<file path="config.mk">
export PLATFORM = sky130hd
export DESIGN_NAME = irq_vector_ctrl
export DESIGN_NICKNAME = d
export VERILOG_FILES = /design/src/rtl/irq_pkg.sv /design/src/rtl/irq_pin_fall.sv /design/src/rtl/irq_prio_arb.sv /design/src/rtl/irq_vector_ctrl.sv
export SDC_FILE = /design/constraint.sdc
export NUM_CORES = 1
export LEC_CHECK = 0
export BUFFER_PORTS_ARGS = -buffer_cell sky130_fd_sc_hd__buf_2
export CAP_MARGIN = 0
export CORE_AREA = 5 5 42 44
export CTS_CLUSTER_DIAMETER = 200
export DETAILED_ROUTE_END_ITERATION = 16
export DIE_AREA = 0 0 47 49
export PLACE_DENSITY_LB_ADDON = 0.2
export SLEW_MARGIN = 20
export SYNTH_ARGS = -nofsm -noshare
export SYNTH_HDL_FRONTEND = slang
export SYNTH_SLANG_ARGS = --single-unit
</file>
<file path="constraint.sdc">
create_clock -name clk -period 2.73 [get_ports clk]
set_clock_uncertainty 0.1 [all_clocks]
set_input_delay 0.546 -clock clk [delete_from_list [all_inputs] [get_ports clk]]
set_output_delay 0.546 -clock clk [all_outputs]
set_load 0.01 [all_outputs]
</file>
<file path="src/rtl/irq_pkg.sv">
package irq_pkg;
    localparam int NUM_SRC  = 2;
    localparam int REG_W    = 8;
    localparam int EN_BASE  = 1;
    localparam int FLG_BASE = 4;
    localparam int VEC_STEP = 4;

    typedef struct packed {
        logic [NUM_SRC-1:0] flag;
        logic [NUM_SRC-1:0] en;
        logic               master;
    } ctrl_t;

    function automatic logic [REG_W-1:0] ctrl_to_reg(ctrl_t c);
        logic [REG_W-1:0] r;
        r    = '0;
        r[0] = c.master;
        for (int i = 0; i < NUM_SRC; i++) begin
            r[EN_BASE+i]  = c.en[i];
            r[FLG_BASE+i] = c.flag[i];
        end
        return r;
    endfunction

    function automatic ctrl_t reg_to_ctrl(logic [REG_W-1:0] r);
        ctrl_t c;
        c.master = r[0];
        for (int i = 0; i < NUM_SRC; i++) begin
            c.en[i]   = r[EN_BASE+i];
            c.flag[i] = r[FLG_BASE+i];
        end
        return c;
    endfunction
endpackage

</file>
<file path="src/rtl/irq_pin_fall.sv">
module irq_pin_fall #(
    parameter int STAGES = 2
) (
    input  logic clk,
    input  logic rst_n,
    input  logic pin,
    output logic fall
);
    typedef struct packed {
        logic [STAGES-1:0] sync;
        logic              prev;
    } fs_t;

    fs_t fs_d, fs_q;

    always_comb begin
        fs_d      = fs_q;
        fs_d.sync = {fs_q.sync[STAGES-2:0], pin};
        fs_d.prev = fs_q.sync[STAGES-1];
    end

    always_ff @(posedge clk or negedge rst_n) begin
        if (!rst_n) fs_q <= '1;
        else        fs_q <= fs_d;
    end

    assign fall = fs_q.prev & ~fs_q.sync[STAGES-1];

    // a detected fall is a single-cycle event
    p_fall_single_r3: assert property (@(posedge clk) disable iff (!rst_n)
        fall |=> !fall);
endmodule

</file>
<file path="src/rtl/irq_prio_arb.sv">
module irq_prio_arb #(
    parameter int N        = 2,
    parameter int VW       = 10,
    parameter int VEC_STEP = 4
) (
    input  logic [N-1:0]  req,
    input  logic [N-1:0]  en,
    output logic          any,
    output logic [N-1:0]  grant,
    output logic [VW-1:0] vec
);
    logic [N-1:0] live;
    assign live = req & en;

    always_comb begin
        grant = '0;
        vec   = '0;
        any   = 1'b0;
        for (int i = 0; i < N; i++) begin
            if (live[i] && !any) begin
                any      = 1'b1;
                grant[i] = 1'b1;
                vec      = VW'((i + 1) * VEC_STEP);
            end
        end
    end
endmodule

</file>
<file path="src/rtl/irq_vector_ctrl.sv">
module irq_vector_ctrl
    import irq_pkg::*;
#(
    parameter int VEC_W       = 10,
    parameter int SYNC_STAGES = 2
) (
    input  logic             clk,
    input  logic             rst_n,
    input  logic             phase_stb,
    input  logic             ext_irq_pin,
    input  logic             tmr_ovf,
    input  logic             stack_full,
    input  logic             reti_stb,
    input  logic             reg_wr_en,
    input  logic [REG_W-1:0] reg_wdata,
    output logic [REG_W-1:0] reg_rdata,
    output logic             irq_ack,
    output logic             vec_valid,
    output logic [VEC_W-1:0] vec_addr
);
    localparam logic [VEC_W-1:0] EXT_VEC = VEC_W'(VEC_STEP);
    localparam logic [VEC_W-1:0] TMR_VEC = VEC_W'(2 * VEC_STEP);

    typedef struct packed {
        ctrl_t            ctrl;
        logic             ack;
        logic [VEC_W-1:0] vec;
    } st_t;

    st_t st_d, st_q;

    logic               ext_fall;
    logic [NUM_SRC-1:0] evt;
    logic               arb_any;
    logic [NUM_SRC-1:0] arb_grant;
    logic [VEC_W-1:0]   arb_vec;
    logic               take;

    irq_pin_fall #(.STAGES(SYNC_STAGES)) i_pin_fall (
        .clk  (clk),
        .rst_n(rst_n),
        .pin  (ext_irq_pin),
        .fall (ext_fall)
    );

    assign evt = {tmr_ovf, ext_fall};

    irq_prio_arb #(.N(NUM_SRC), .VW(VEC_W), .VEC_STEP(VEC_STEP)) i_arb (
        .req  (st_q.ctrl.flag),
        .en   (st_q.ctrl.en),
        .any  (arb_any),
        .grant(arb_grant),
        .vec  (arb_vec)
    );

    assign take = phase_stb & ~stack_full & st_q.ctrl.master & arb_any;

    always_comb begin
        st_d     = st_q;
        st_d.ack = 1'b0;
        st_d.vec = '0;
        if (reg_wr_en) st_d.ctrl = reg_to_ctrl(reg_wdata);
        if (reti_stb)  st_d.ctrl.master = 1'b1;
        if (take) begin
            st_d.ack         = 1'b1;
            st_d.vec         = arb_vec;
            st_d.ctrl.master = 1'b0;
            st_d.ctrl.flag   = st_d.ctrl.flag & ~arb_grant;
        end
        st_d.ctrl.flag = st_d.ctrl.flag | evt;
    end

    always_ff @(posedge clk or negedge rst_n) begin
        if (!rst_n) st_q <= '0;
        else        st_q <= st_d;
    end

    assign reg_rdata = ctrl_to_reg(st_q.ctrl);
    assign irq_ack   = st_q.ack;
    assign vec_valid = st_q.ack;
    assign vec_addr  = st_q.vec;

    // an acknowledge only follows an unblocked strobe with the master enable set
    p_ack_gate_r5: assert property (@(posedge clk) disable iff (!rst_n)
        irq_ack |-> ($past(phase_stb) && !$past(stack_full) && $past(st_q.ctrl.master)));
    p_ack_pulse_r5: assert property (@(posedge clk) disable iff (!rst_n)
        irq_ack |=> !irq_ack);
    // only the two legal service addresses appear
    p_vec_legal_r6: assert property (@(posedge clk) disable iff (!rst_n)
        vec_valid |-> (vec_addr == EXT_VEC || vec_addr == TMR_VEC));
    // a full stack suppresses the acknowledge
    p_full_hold_r7: assert property (@(posedge clk) disable iff (!rst_n)
        (phase_stb && stack_full) |=> !irq_ack);
    // the master enable is low while the acknowledge is visible
    p_master_clr_r8: assert property (@(posedge clk) disable iff (!rst_n)
        irq_ack |-> !st_q.ctrl.master);
    // a timer pulse always lands in its flag
    p_tmr_latch_r4: assert property (@(posedge clk) disable iff (!rst_n)
        tmr_ovf |=> st_q.ctrl.flag[1]);
    // RETI without a competing strobe leaves the master enable set
    p_reti_set_r9: assert property (@(posedge clk) disable iff (!rst_n)
        (reti_stb && !phase_stb) |=> st_q.ctrl.master);
    // no acknowledge after a strobe with the master enable clear
    p_mask_off_r12: assert property (@(posedge clk) disable iff (!rst_n)
        (phase_stb && !st_q.ctrl.master) |=> !irq_ack);
endmodule

</file>
# After elaboration in Yosys (flattened, before gate mapping)
# Cells that the tools add are included.
dict set report word_totals {
  wordCells 29
  in_bits 16
  ff_bits 19
}
dict set report classes {
  reduce_logical 3
  n_mux 9
  bitwise 10
}
# op count
set op_table {}
lappend op_table {{$mux 12} 1}
lappend op_table {{$mux 5} 1}
lappend op_table {{$and 1x1->1} 4}
lappend op_table {{$and 2x2->2} 2}
lappend op_table {{$mux 1} 4}
lappend op_table {{$mux 4} 1}
lappend op_table {{$mux 3} 1}
lappend op_table {{$reduce_bool 3->1} 1}
lappend op_table {{$mux 2} 1}
lappend op_table {{$not 1->1} 2}
lappend op_table {{$not 2->2} 1}
lappend op_table {{$or 2x2->2} 1}
lappend op_table {{$logic_and 1x1->1} 1}
lappend op_table {{$logic_not 1->1} 1}

# Longest topological paths before layout
# Gate-level depths: netlist of the first run.
dict set report depth {
  ltp_word 9
  depth_mapped 4
}

# Hierarchy
# From an unflattened synthesis of the first run, not the netlist that was laid out.
dict set report unflattened {
  cells_unflattened 63
  area_unflattened_um2 827.0
}
# mod cells_each area_each_um2 seq_area_each_um2 instances
set modules_own_cells {}
lappend modules_own_cells {irq_vector_ctrl 44 625.6 400.4 1}
lappend modules_own_cells {irq_prio_arb 15 108.9 0.0 1}
lappend modules_own_cells {irq_pin_fall 4 92.6 78.8 1}

# Worst setup path before layout of the first run
# Ideal clock, no wire load.
dict set report synth_path {
  kind {input port to flip-flop}
  start {input port reg_wr_en}
  end {register st_q, in the netlist reg_rdata[1]}
  t_required_ps 2503
  stages 2
  setup_slack_ps 1527
  setup_ps 127
  arrival_time_ps 976
  cell_sequence {buf_4 mux2_1}
}
# item line
set synth_rtl {}
lappend synth_rtl {{start, declared} irq_vector_ctrl.sv:14} ;# input logic reg_wr_en,
lappend synth_rtl {{end signal, assigned} irq_vector_ctrl.sv:75} ;# else st_q <= st_d;
lappend synth_rtl {{end, declared} irq_vector_ctrl.sv:30} ;# st_t st_d, st_q;
# No word-level cell between the ends.

# Worst setup path after layout of the first run
dict set report layout_path {
  start {register st_q, in the netlist reg_rdata[0]}
  end {output port reg_rdata[0]}
}
# item line
set layout_rtl {}
lappend layout_rtl {{end, declared} irq_vector_ctrl.sv:16} ;# output logic [REG_W-1:0] reg_rdata,
# No word-level cell between the ends.

==> impl_summary.txt, run 1 <==
----------------------------------------------------
[Job]
  Max-cap violations ... 0

[Yosys]
  Gate count of the mapped netlist ... 41
  Seq/Total Area, Yosys ... a little over half
  Count of yosys warnings during synthesis ... 0
  Register bit count reported by yosys ... 11
  Leading post-synthesis cells by cell area ... sky130_fd_sc_hd__dfrtp_1 (39%), sky130_fd_sc_hd__buf_4 (19%), sky130_fd_sc_hd__dfstp_2 (15%)
  Synthesized area ... about 500 um2
  Dominant cell type by area after synthesis ... sky130_fd_sc_hd__dfrtp_1
  Average footprint of a synthesized cell ... roughly 13 um2
  Portion of synthesized cell area occupied by the leading cell type ... between 30% and 40%
  Library cells used by synthesis ... 16

[Clock tree]
  Post-CTS Hold Buffers ... 0
  TritonCTS Buffers ... 3
  CTS HTree Levels ... 1
  Reg clk slew, reported paths ... ~70 ps
  Sink count of the clock tree ... 11
  CTS tree ... built
  Setup bufs post-CTS ... 0
  Gates resized, CTS repair ... 0
  Number of buffers on the longest clock path ... 2
  Clock latency on the worst-skew pair ... 260 ps
  CTS root buf ... sky130_fd_sc_hd__clkbuf_4

[Place]
  Cell area after placement ... around 580 um2
  GPL Wtd Cong ... 0.6131
  Count of buffers inserted at the top-level ports ... 21
  Sum of net half-perimeters after detailed placement ... just under 700 um
  Placed Instances ... 75

[Drt]
  Routed vias ... 326
  Number of optimization iterations in the first detailed-route pass ... 1
  ANT nets after route ... 0
  Count of unresolved DRC violations after routing ... 0
  Post-Route WL ... 829 um
  First-iteration detailed-routing DRC count ... 0
  Drt wl/cell ... roughly 10 um
  Post-detailed-route via-to-cell ratio ... just over 4

[Floorplan]
  Starting utilization of the core area ... a little over a third
  Chip Height ... 49 um
  # rows ... 14
  Ports placed on the boundary ... 36
  Die footprint ... between 2000 and 2500 um2
  Floorplan Core Area ... 1401 um2
  Width of the die ... roughly 47 um

[Layout]
  Sequential cell area ... 279.0 um2
  Most frequent standard cell in the layout excluding fill and tap cells ... sky130_fd_sc_hd__buf_2
  Antenna Diode Count ... 0
  Post-Layout Cell Count ... just under 80
  Fraction of final layout cells with drive strength greater than 1 ... 46.03%
  Core utilization of the finished layout ... between 40% and 50%
  Most frequent cells in the layout ... sky130_fd_sc_hd__buf_2 (21), sky130_fd_sc_hd__conb_1 (11), sky130_fd_sc_hd__dfrtp_1 (8)
  Area growth from synthesis to layout ... 17.80%
  Number of fill cells in the layout ... between 150 and 200
  # nets final ... 80
  Final non-filler cell area ... 604.3 um2
  Multi-input gate area in the final layout ... ~170 um2

[Setup path]
  Highest cell delay on the worst timing path ... 410 ps
  Levels on crit path ... 1
  Crit Path Category ... reg2out
  Buffers plus inverters on the worst setup path ... 1
  Required time of the critical path ... around 2100 ps
  Worst Reg2Reg Path Length in Cells ... 3
  Kind of cell with the highest combined delay on the critical path ... flip-flops
  CP Max Fanout ... 3
  Critical path data arrival time ... around 830 ps
  Library cell contributing the largest single delay on the critical path ... sky130_fd_sc_hd__dfrtp_1
  Kind of end point of the critical path ... output port
  Cell Chain, Critical Path ... buf_2
  Launching element type of the critical path ... flop

[Global route]
  Number of global-route vias before repair ... 286
  Overall track demand over capacity in global routing ... under 10%
  Maximum number of pins on one net before global-route repair ... 12
  Antenna violations before repair ... 0
  First-pass GRT wire length ... 1193 um
  Remaining global-route overflow ... 0

[STA]
  Worst hold slack ... between 30 and 40 ps
  Unrepaired setup endpoints after global routing ... no
  Tmin final ... between 1000 and 1500 ps
  Final hold vios ... 0
  Finish-stage setup viols ... 0
  Post-route clock period utilization ... 54.03%
  Peak Freq ... just under 700 MHz
  Setup total negative slack ... 0 ps
  Max-slew violation total from the final report ... 0

[Pwr]
  P per Cell Area ... ~570 nW/um2
  Maximum ir drop on the vdd rail ... 0.2457 mV
  LEAKAGE ... ~0.33 nW

[Outcome]
  Status ... completed

[Hold path]
  Worst min path class ... in2async

----------------------------------------------------
-- state kept, by name, indices dropped and copies added (netlist names) --
| name | cells |
|---|---|
| i_pin_fall.fs_d | 2 |
| i_pin_fall.fs_q | 1 |
| irq_ack | 1 |
| reg_rdata | 5 |
| vec_addr | 2 |
-- routing by layer --
metal / global-route usage, % / vias up / wire length (um)
met3: 2.214 / 2 / 102
met2: 11.31 / 16 / 426
li1: - / 154 / -
met5: 0 / - / 0
met1: 8.009 / 154 / 296
met4: 5.530 / 0 / 4
-- where the power goes --
| group | total, mW | switching [mW] | internal [mW] |
|---|---|---|---|
| Combinational | 0.0559 | 0.0317 | 0.0242 |
| Clock | 0.107 | 0.0508 | 0.0565 |
| Sequential | 0.184 | 0.00727 | 0.177 |
-- kinds of logic (layout without fill, tap and decap cells) --
kind of cell | count (synthesis) | count (layout) | synth area share (%)
simple gates | 7 | 7 | 11.71
compound gates | 4 | 4 | 5.123
flops | 11 | 11 | 54.39
other cells | 1 | 11 | 0.7310
mux | 4 | 4 | 8.293
buf+inv | 14 | 26 | 19.75
-- synth_stat cells --
master / instances
sky130_fd_sc_hd__a211oi_1: 1
sky130_fd_sc_hd__a21oi_1: 1
sky130_fd_sc_hd__buf_4: 13
sky130_fd_sc_hd__conb_1: 1
sky130_fd_sc_hd__dfrtp_1: 8
sky130_fd_sc_hd__dfstp_2: 3
sky130_fd_sc_hd__inv_1: 1
sky130_fd_sc_hd__mux2_1: 2
sky130_fd_sc_hd__mux2i_1: 2
sky130_fd_sc_hd__nand2_1: 2
sky130_fd_sc_hd__nand3b_4: 1
sky130_fd_sc_hd__nor2_1: 2
sky130_fd_sc_hd__nor2b_1: 1
sky130_fd_sc_hd__nor3b_4: 1
sky130_fd_sc_hd__o21bai_1: 1
sky130_fd_sc_hd__o22ai_1: 1
-- cell type report --
type / count / area share, %
flip-flops and latches: 11 / 46.17
well taps: 16 / 3.313
inverters: 1 / 0.6211
repair buffers: 21 / 17.39
multi-input cells: 26 / 28.16
clock buffers: 4 / 4.348
-- worst paths after layout --
kind                                            to               start  slack (ps)
worst max-delay path                  reg_rdata[0]        reg_rdata[0]        1250
worst min-delay path                  reg_rdata[5]               rst_n          40
worst max register to register        reg_rdata[0]        reg_rdata[0]        1670
worst min register to register  i_pin_fall.fs_d[0]  i_pin_fall.fs_d[2]         260
max in group asynchronous       i_pin_fall.fs_q[0]               rst_n        2230
min in group clk                i_pin_fall.fs_d[0]  i_pin_fall.fs_d[2]         260
-- stage by stage --
stage	worst slack, ps	total power, mW
3_5_place_dp	1381	0.2438
3_3_place_gp	1394	0.2429
5_1_grt	1232	0.3667
4_1_cts	1242	0.3539
6_report	1255	0.3471
2_1_floorplan	1527	0.2319
Note: power is estimated with default switching activity, not from simulation.
==> inputs of run 2 (changes only) <==
Settings changed: CORE_AREA 5 5 42 44 to not set, CORE_MARGIN set to 5, CORE_UTILIZATION set to 38, DIE_AREA 0 0 47 49 to not set.
Clock period 2.73 ns to 1.45 ns, I/O delays scaled along.
==> run 2 against run 1 <==
Net effect:
- final area increased by 1.4%
- global-route usage increased by 0.090 points
- clock power increased by 81%
- sequential cell count unchanged
==> impl_summary.txt, run 2 (synthesis gave the netlist of run 1 again) <==
----------------------------------------------------
[Floorplan]
  Ports placed on the boundary ... 36 (unchanged)
  Chip Height ... 46.74 um (-4.6%)
  Starting utilization of the core area ... 39.92% (+3.3 points)
  Die footprint ... 2185 um2 (-5.1%)
  # rows ... 13 (-1)
  Floorplan Core Area ... 1285 um2 (-8.3%)
  Width of the die ... 46.74 um (-0.55%)

[Pwr]
  Net Switching ... 0.1608 mW (+79%)
  LEAKAGE ... 0.3331 nW (+1.3%)
  Portion of total power attributed to the clock network ... 29.9% (-1.0 points)
  Int Pwr ... 0.4860 mW (+89%)
  P per Cell Area ... 1055 nW/um2 (+84%)
  Maximum ir drop on the vdd rail ... 0.6021 mV (+150%)
  Net switching share of the total power ... 24.86% (-1.0 points)
  Sequential fraction of design power ... 53.6% (+0.6 points)
  Power share of the combinational group ... 16.5% (+0.4 points)

[Drt]
  Count of unresolved DRC violations after routing ... 0 (unchanged)
  Routed length on met1 ... 299 um (+1.0%)
  Highest Signal Layer ... met3
  Post-detailed-route via-to-cell ratio ... 4.013 (-2.8%)
  Post-Route WL ... 785 um (-5.3%)
  Routed vias ... 317 (-2.8%)
  Met2 WL post-DR ... 364 um (-15%)
  ANT nets after route ... 0 (unchanged)
  Amount of wire on met3 after detailed routing ... 121 um (+19%)
  Number of optimization iterations in the first detailed-route pass ... 2 (+1)
  First-iteration detailed-routing DRC count ... 2 (+2)
  Drt wl/cell ... 9.937 um (-5.3%)

[Job]
  Max-cap violations ... 0 (unchanged)

[Layout]
  Most frequent cells in the layout ... sky130_fd_sc_hd__buf_2 (21), sky130_fd_sc_hd__conb_1 (11), sky130_fd_sc_hd__dfrtp_1 (8)
  Post-Layout Cell Count ... 79 (unchanged)
  Core utilization of the finished layout ... 47.71% (+4.6 points)
  Most frequent standard cell in the layout excluding fill and tap cells ... sky130_fd_sc_hd__buf_2
  Fraction of final layout cells with drive strength greater than 1 ... 45.31% (-0.72 points)
  Max FFs per register ... 5 (unchanged)
  Number of fill cells in the layout ... 116 (-28%)
  Antenna Diode Count ... 0 (unchanged)
  Sequential cell area ... 279.0 um2 (unchanged)
  Multi-input gate area in the final layout ... 170.2 um2 (unchanged)
  Area growth from synthesis to layout ... 19.51%
  # nets final ... 81 (+1.3%)

[Global route]
  Antenna violations before repair ... 0 (unchanged)
  Number of global-route vias before repair ... 281 (-1.7%)
  Remaining global-route overflow ... 0 (unchanged)
  First-pass GRT wire length ... 1104 um (-7.5%)
  Maximum number of pins on one net before global-route repair ... 12 (unchanged)
  Overall track demand over capacity in global routing ... 7.437% (+0.090 points)

[Hold path]
  Worst min path class ... in2reg

[Setup path]
  CP Max Fanout ... 3 (unchanged)
  Buffers plus inverters on the worst setup path ... 1 (unchanged)
  Cell Chain, Critical Path ... buf_2
  Highest cell delay on the worst timing path ... 410 ps (about the same)
  Required time of the critical path ... 1060 ps (-1020 ps)
  Launching element type of the critical path ... flop
  Kind of cell with the highest combined delay on the critical path ... flip-flops
  Library cell contributing the largest single delay on the critical path ... sky130_fd_sc_hd__dfrtp_1
  Kind of end point of the critical path ... output port
  Crit Path Category ... reg2out
  Critical path data arrival time ... 820 ps (about the same)

[Clock tree]
  CTS root buf ... sky130_fd_sc_hd__clkbuf_4
  TritonCTS Buffers ... 3 (unchanged)
  Number of buffers on the longest clock path ... 2 (unchanged)
  CTS HTree Levels ... 1 (unchanged)
  Setup bufs post-CTS ... 0 (unchanged)
  Sink count of the clock tree ... 11 (unchanged)
  CTS tree ... built
  Reg clk slew, reported paths ... 60 ps (about the same)
  Clock latency on the worst-skew pair ... 250 ps (about the same)

[STA]
  Max-slew violation total from the final report ... 0 (unchanged)
  Setup total negative slack ... 0 ps (unchanged)
  Post-route clock period utilization ... a little over four fifths
  Tmin final ... between 1000 and 1500 ps
  Finish-stage setup viols ... 0 (unchanged)
  Peak Freq ... 825.5 MHz
  Setup ws final ... 238.6 ps (-1016 ps)
  Final hold vios ... 0 (unchanged)
  Unrepaired setup endpoints after global routing ... no

[Place]
  Placed Instances ... 74 (-1.3%)
  Count of buffers inserted at the top-level ports ... 21 (unchanged)
  Sum of net half-perimeters after detailed placement ... 662.6 um (-2.0%)
  GPL Wtd Cong ... 0.7013 (+14%)
  Pre-CTS worst setup slack ... 358.9 ps (-1022 ps)

[Outcome]
  Status ... completed

----------------------------------------------------
==> run 2: cell count changes in the layout (fill, tap and decap cells not counted) <==
| cell | before | now |
|---|---|---|
| sky130_fd_sc_hd__dlygate4sd3_1 | 0 | 1 |
==> run 2: what timing repair did <==
action                    4_1_cts  5_1_grt
gates resized for setup         0        0
hold buffers                    1        0
hold endpoints to repair        8        0
==> run 2: power groups by stage <==
stage / clock network (mW) / logic, mW / registers [mW]
6_report: 0.194 / 0.107 / 0.346
5_1_grt: 0.224 / 0.119 / 0.349
4_1_cts: 0.203 / 0.108 / 0.347
3_5_place_dp: 0 / 0.106 / 0.352
3_3_place_gp: 0 / 0.105 / 0.352
2_1_floorplan: 0 / 0.0761 / 0.361
==> run 2: worst paths after layout <==
check	slack, ps	startpoint	to	depth (start not counted)
min	30	ext_irq_pin	i_pin_fall.fs_d[2]	1
min reg2reg	260	i_pin_fall.fs_d[2]	i_pin_fall.fs_d[0]	0
max in group asynchronous	660	rst_n	i_pin_fall.fs_q[0]	2
max reg2reg	420	reg_rdata[0]	reg_rdata[0]	3
max	240	reg_rdata[0]	reg_rdata[0]	1
min in group asynchronous	330	rst_n	reg_rdata[2]	2
==> run 2: metrics by stage <==
stage / power, mW / area, um2 / hold WS, ps
after global routing: 0.6923 / 613.1 / 8.280
after global placement: 0.4570 / 576.8 / 65.63
after detailed placement: 0.4586 / 576.8 / 69.26
after floorplan: 0.4367 / 550.5 / -105.6
final: 0.6468 / 613.1 / 30.05
after CTS: 0.6582 / 613.1 / 22.37
==> run 2: area by class of cell <==
class                      count  share of cell area, %
tap                           15                  3.061
clock buffer                   4                  4.286
timing repair buffer          22                  18.78
multi-input combinational     26                  27.76
sequential                    11                  45.51
inverter                       1                 0.6122
==> run 2: routing by layer <==
layer	GRT usage (%)	up-vias
met3	4.598	0
met4	1.657	0
li1	-	157
met1	8.852	141
met2	11.54	19
met5	0	-
==> inputs of run 3 (changes only) <==
Settings changed: CORE_UTILIZATION 38 to 34.
Clock period 1.45 ns to 1.1 ns, I/O delays scaled along.
==> run 3 against run 2 <==
Net effect:
- the flow now finishes with violations (setup timing)
- combinational power up 56%
- register-to-register slack lost 400 ps
- final area up 6.7%
- via count increased by 8.5%
- core utilization decreased by 3.2 points
- die area up 9.2%
- clock power rose by 40%
- sequential share of layout area is 2.9 points lower
- total power rose by 38%
- first-iteration DRC count increased by 50%
- sequential cell count unchanged
- critical path type unchanged
- critical endpoint is now reg_rdata[4]
==> impl_summary.txt, run 3 (synthesis gave the netlist of run 1 again) <==
----------------------------------------------------
[Outcome]
  Status ... finished with violations
  Violations in the final reports ... setup timing

[Drt]
  First-iteration detailed-routing DRC count ... 3 (+1)
  Drt wl/cell ... 11.26 um (+13%)
  Routed vias ... 344 (+8.5%)
  Post-detailed-route via-to-cell ratio ... 4.095 (+2.1%)
  Post-Route WL ... 946 um (+21%)
  Count of unresolved DRC violations after routing ... 0 (unchanged)
  ANT nets after route ... 0 (unchanged)
  Number of optimization iterations in the first detailed-route pass ... 2 (unchanged)

[Hold path]
  Worst min path class ... in2reg
  Worst Min Path Start ... tmr_ovf

[STA]
  Setup ws final ... -28.71 ps (-267.3 ps)
  Peak Freq ... 886.0 MHz
  Finish-stage setup viols ... 5 (+5)
  Tmin final ... roughly 1100 ps
  Final hold vios ... 0 (unchanged)
  Max-slew violation total from the final report ... 0 (unchanged)
  Post-route clock period utilization ... 102.6%
  Unrepaired setup endpoints after global routing ... yes
  Setup total negative slack ... -103.3 ps (-103.3 ps)

[Setup path]
  Required time of the critical path ... 780 ps (-280 ps)
  Library cell contributing the largest single delay on the critical path ... sky130_fd_sc_hd__dfrtp_1
  Highest cell delay on the worst timing path ... 400 ps (about the same)
  Launching element type of the critical path ... flop
  Critical path data arrival time ... 810 ps (about the same)
  Source of the critical timing path ... reg_rdata[4]
  Launch instance of the worst register-to-register path ... reg_rdata[2]
  Crit Path Category ... reg2out
  Cell Chain, Critical Path ... buf_2
  Kind of end point of the critical path ... output port
  Buffers plus inverters on the worst setup path ... 1 (unchanged)
  CP Max Fanout ... 3 (unchanged)
  Kind of cell with the highest combined delay on the critical path ... flip-flops

[Place]
  Placed Instances ... 75 (+1.4%)
  Count of buffers inserted at the top-level ports ... 21 (unchanged)
  Cell area after placement ... 578.1 um2 (+0.22%)
  Sum of net half-perimeters after detailed placement ... 749.7 um (+13%)
  GPL Wtd Cong ... 0.6548 (-6.6%)

[Pwr]
  Final Power ... 0.8944 mW (+38%)
  LEAKAGE ... 0.3533 nW (+6.1%)
  Maximum ir drop on the vdd rail ... 0.7854 mV (+30%)
  P per Cell Area ... 1367 nW/um2 (+30%)

[Layout]
  Most frequent cells in the layout ... sky130_fd_sc_hd__buf_2 (21), sky130_fd_sc_hd__conb_1 (11), sky130_fd_sc_hd__dfrtp_1 (8)
  Fraction of final layout cells with drive strength greater than 1 ... 48.53% (+3.2 points)
  Final non-filler cell area ... 654.4 um2 (+6.7%)
  Antenna Diode Count ... 0 (unchanged)
  Most frequent standard cell in the layout excluding fill and tap cells ... sky130_fd_sc_hd__buf_2
  Area growth from synthesis to layout ... 27.56%
  # nets final ... 85 (+4.9%)
  Post-Layout Cell Count ... 84 (+6.3%)
  Max FFs per register ... 5 (unchanged)

[Floorplan]
  Width of the die ... 48.85 um (+4.5%)
  Chip Height ... 48.85 um (+4.5%)
  Starting utilization of the core area ... 34.86% (-5.1 points)
  Floorplan Core Area ... 1471 um2 (+15%)
  # rows ... 14 (+1)
  Ports placed on the boundary ... 36 (unchanged)
  Die footprint ... 2386 um2 (+9.2%)

[Clock tree]
  Sink count of the clock tree ... 11 (unchanged)
  CTS root buf ... sky130_fd_sc_hd__clkbuf_4
  TritonCTS Buffers ... 3 (unchanged)
  Clock latency on the worst-skew pair ... 260 ps (about the same)
  Reg clk slew, reported paths ... 70 ps (about the same)
  CTS tree ... built
  CTS HTree Levels ... 1 (unchanged)
  Number of buffers on the longest clock path ... 2 (unchanged)

[Global route]
  Overall track demand over capacity in global routing ... 8.142% (+0.71 points)
  Maximum number of pins on one net before global-route repair ... 12 (unchanged)
  Antenna violations before repair ... 0 (unchanged)
  Number of global-route vias before repair ... 343 (+22%)
  First-pass GRT wire length ... 1476 um (+34%)
  Remaining global-route overflow ... 0 (unchanged)

[Job]
  Max-cap violations ... 0 (unchanged)

----------------------------------------------------
run 3: cell count changes in the layout (fill, tap and decap cells not counted), sizes merged:
| cell | previous run | this run |
|---|---|---|
| dlygate4sd3 | 1 | 2 |
| buf | 21 | 24 |
run 3: worst paths after layout:
check / end / slack (ps) / cells after the start
worst min-delay path: reg_rdata[5] / 40 / 2
min in group asynchronous: reg_rdata[1] / 240 / 2
worst min register to register: i_pin_fall.fs_d[0] / 270 / 0
worst max register to register: vec_addr[3] / 20 / 4
worst max-delay path: reg_rdata[4] / -30 / 1
max in group asynchronous: i_pin_fall.fs_d[0] / 400 / 2
run 3: metrics by stage:
| stage | worst slack, ps | util, % | hold slack [ps] |
|---|---|---|---|
| after detailed placement | 30.29 | 39.29 | -2.637 |
| after global placement | 57.71 | 39.29 | -4.182 |
| after floorplan | 64.42 | - | -175.6 |
| final | -28.71 | 44.47 | 43.18 |
| after CTS | -36.58 | 43.45 | 41.51 |
| after global routing | -78.74 | 44.47 | 41.69 |
run 3: power breakdown:
part	leakage, nW	internal [mW]	switching (mW)
logic	0.211	0.0790	0.0882
registers	0.127	0.438	0.0171
clock network	0.0150	0.140	0.132
run 3: final cells by class:
class                   count  area [um2]
fillers                   153       817.0
flip-flops and latches     11       279.0
multi-input cells          26       173.9
repair buffers             26       151.4
clock buffers               4       26.28
well taps                  16       20.02
inverters                   1       3.754
run 3: routing by layer:
metal | vias to the layer above | routed length, um | track usage [%] | part of all wire (%)
met5 | - | 0 | 0 | 0
li1 | 163 | - | - | -
met4 | 0 | 0 | 4.036 | 0
met3 | 0 | 116 | 4.893 | 12
met2 | 21 | 443 | 11.96 | 47
met1 | 160 | 387 | 9.231 | 41
run 3: what timing repair did:
item,in CTS,in global routing
hold endpoints to repair,12,0
hold buffers,2,0
setup buffers,2,1
pin swaps,0,2
gates resized for setup,0,2
setup endpoints to repair,7,10
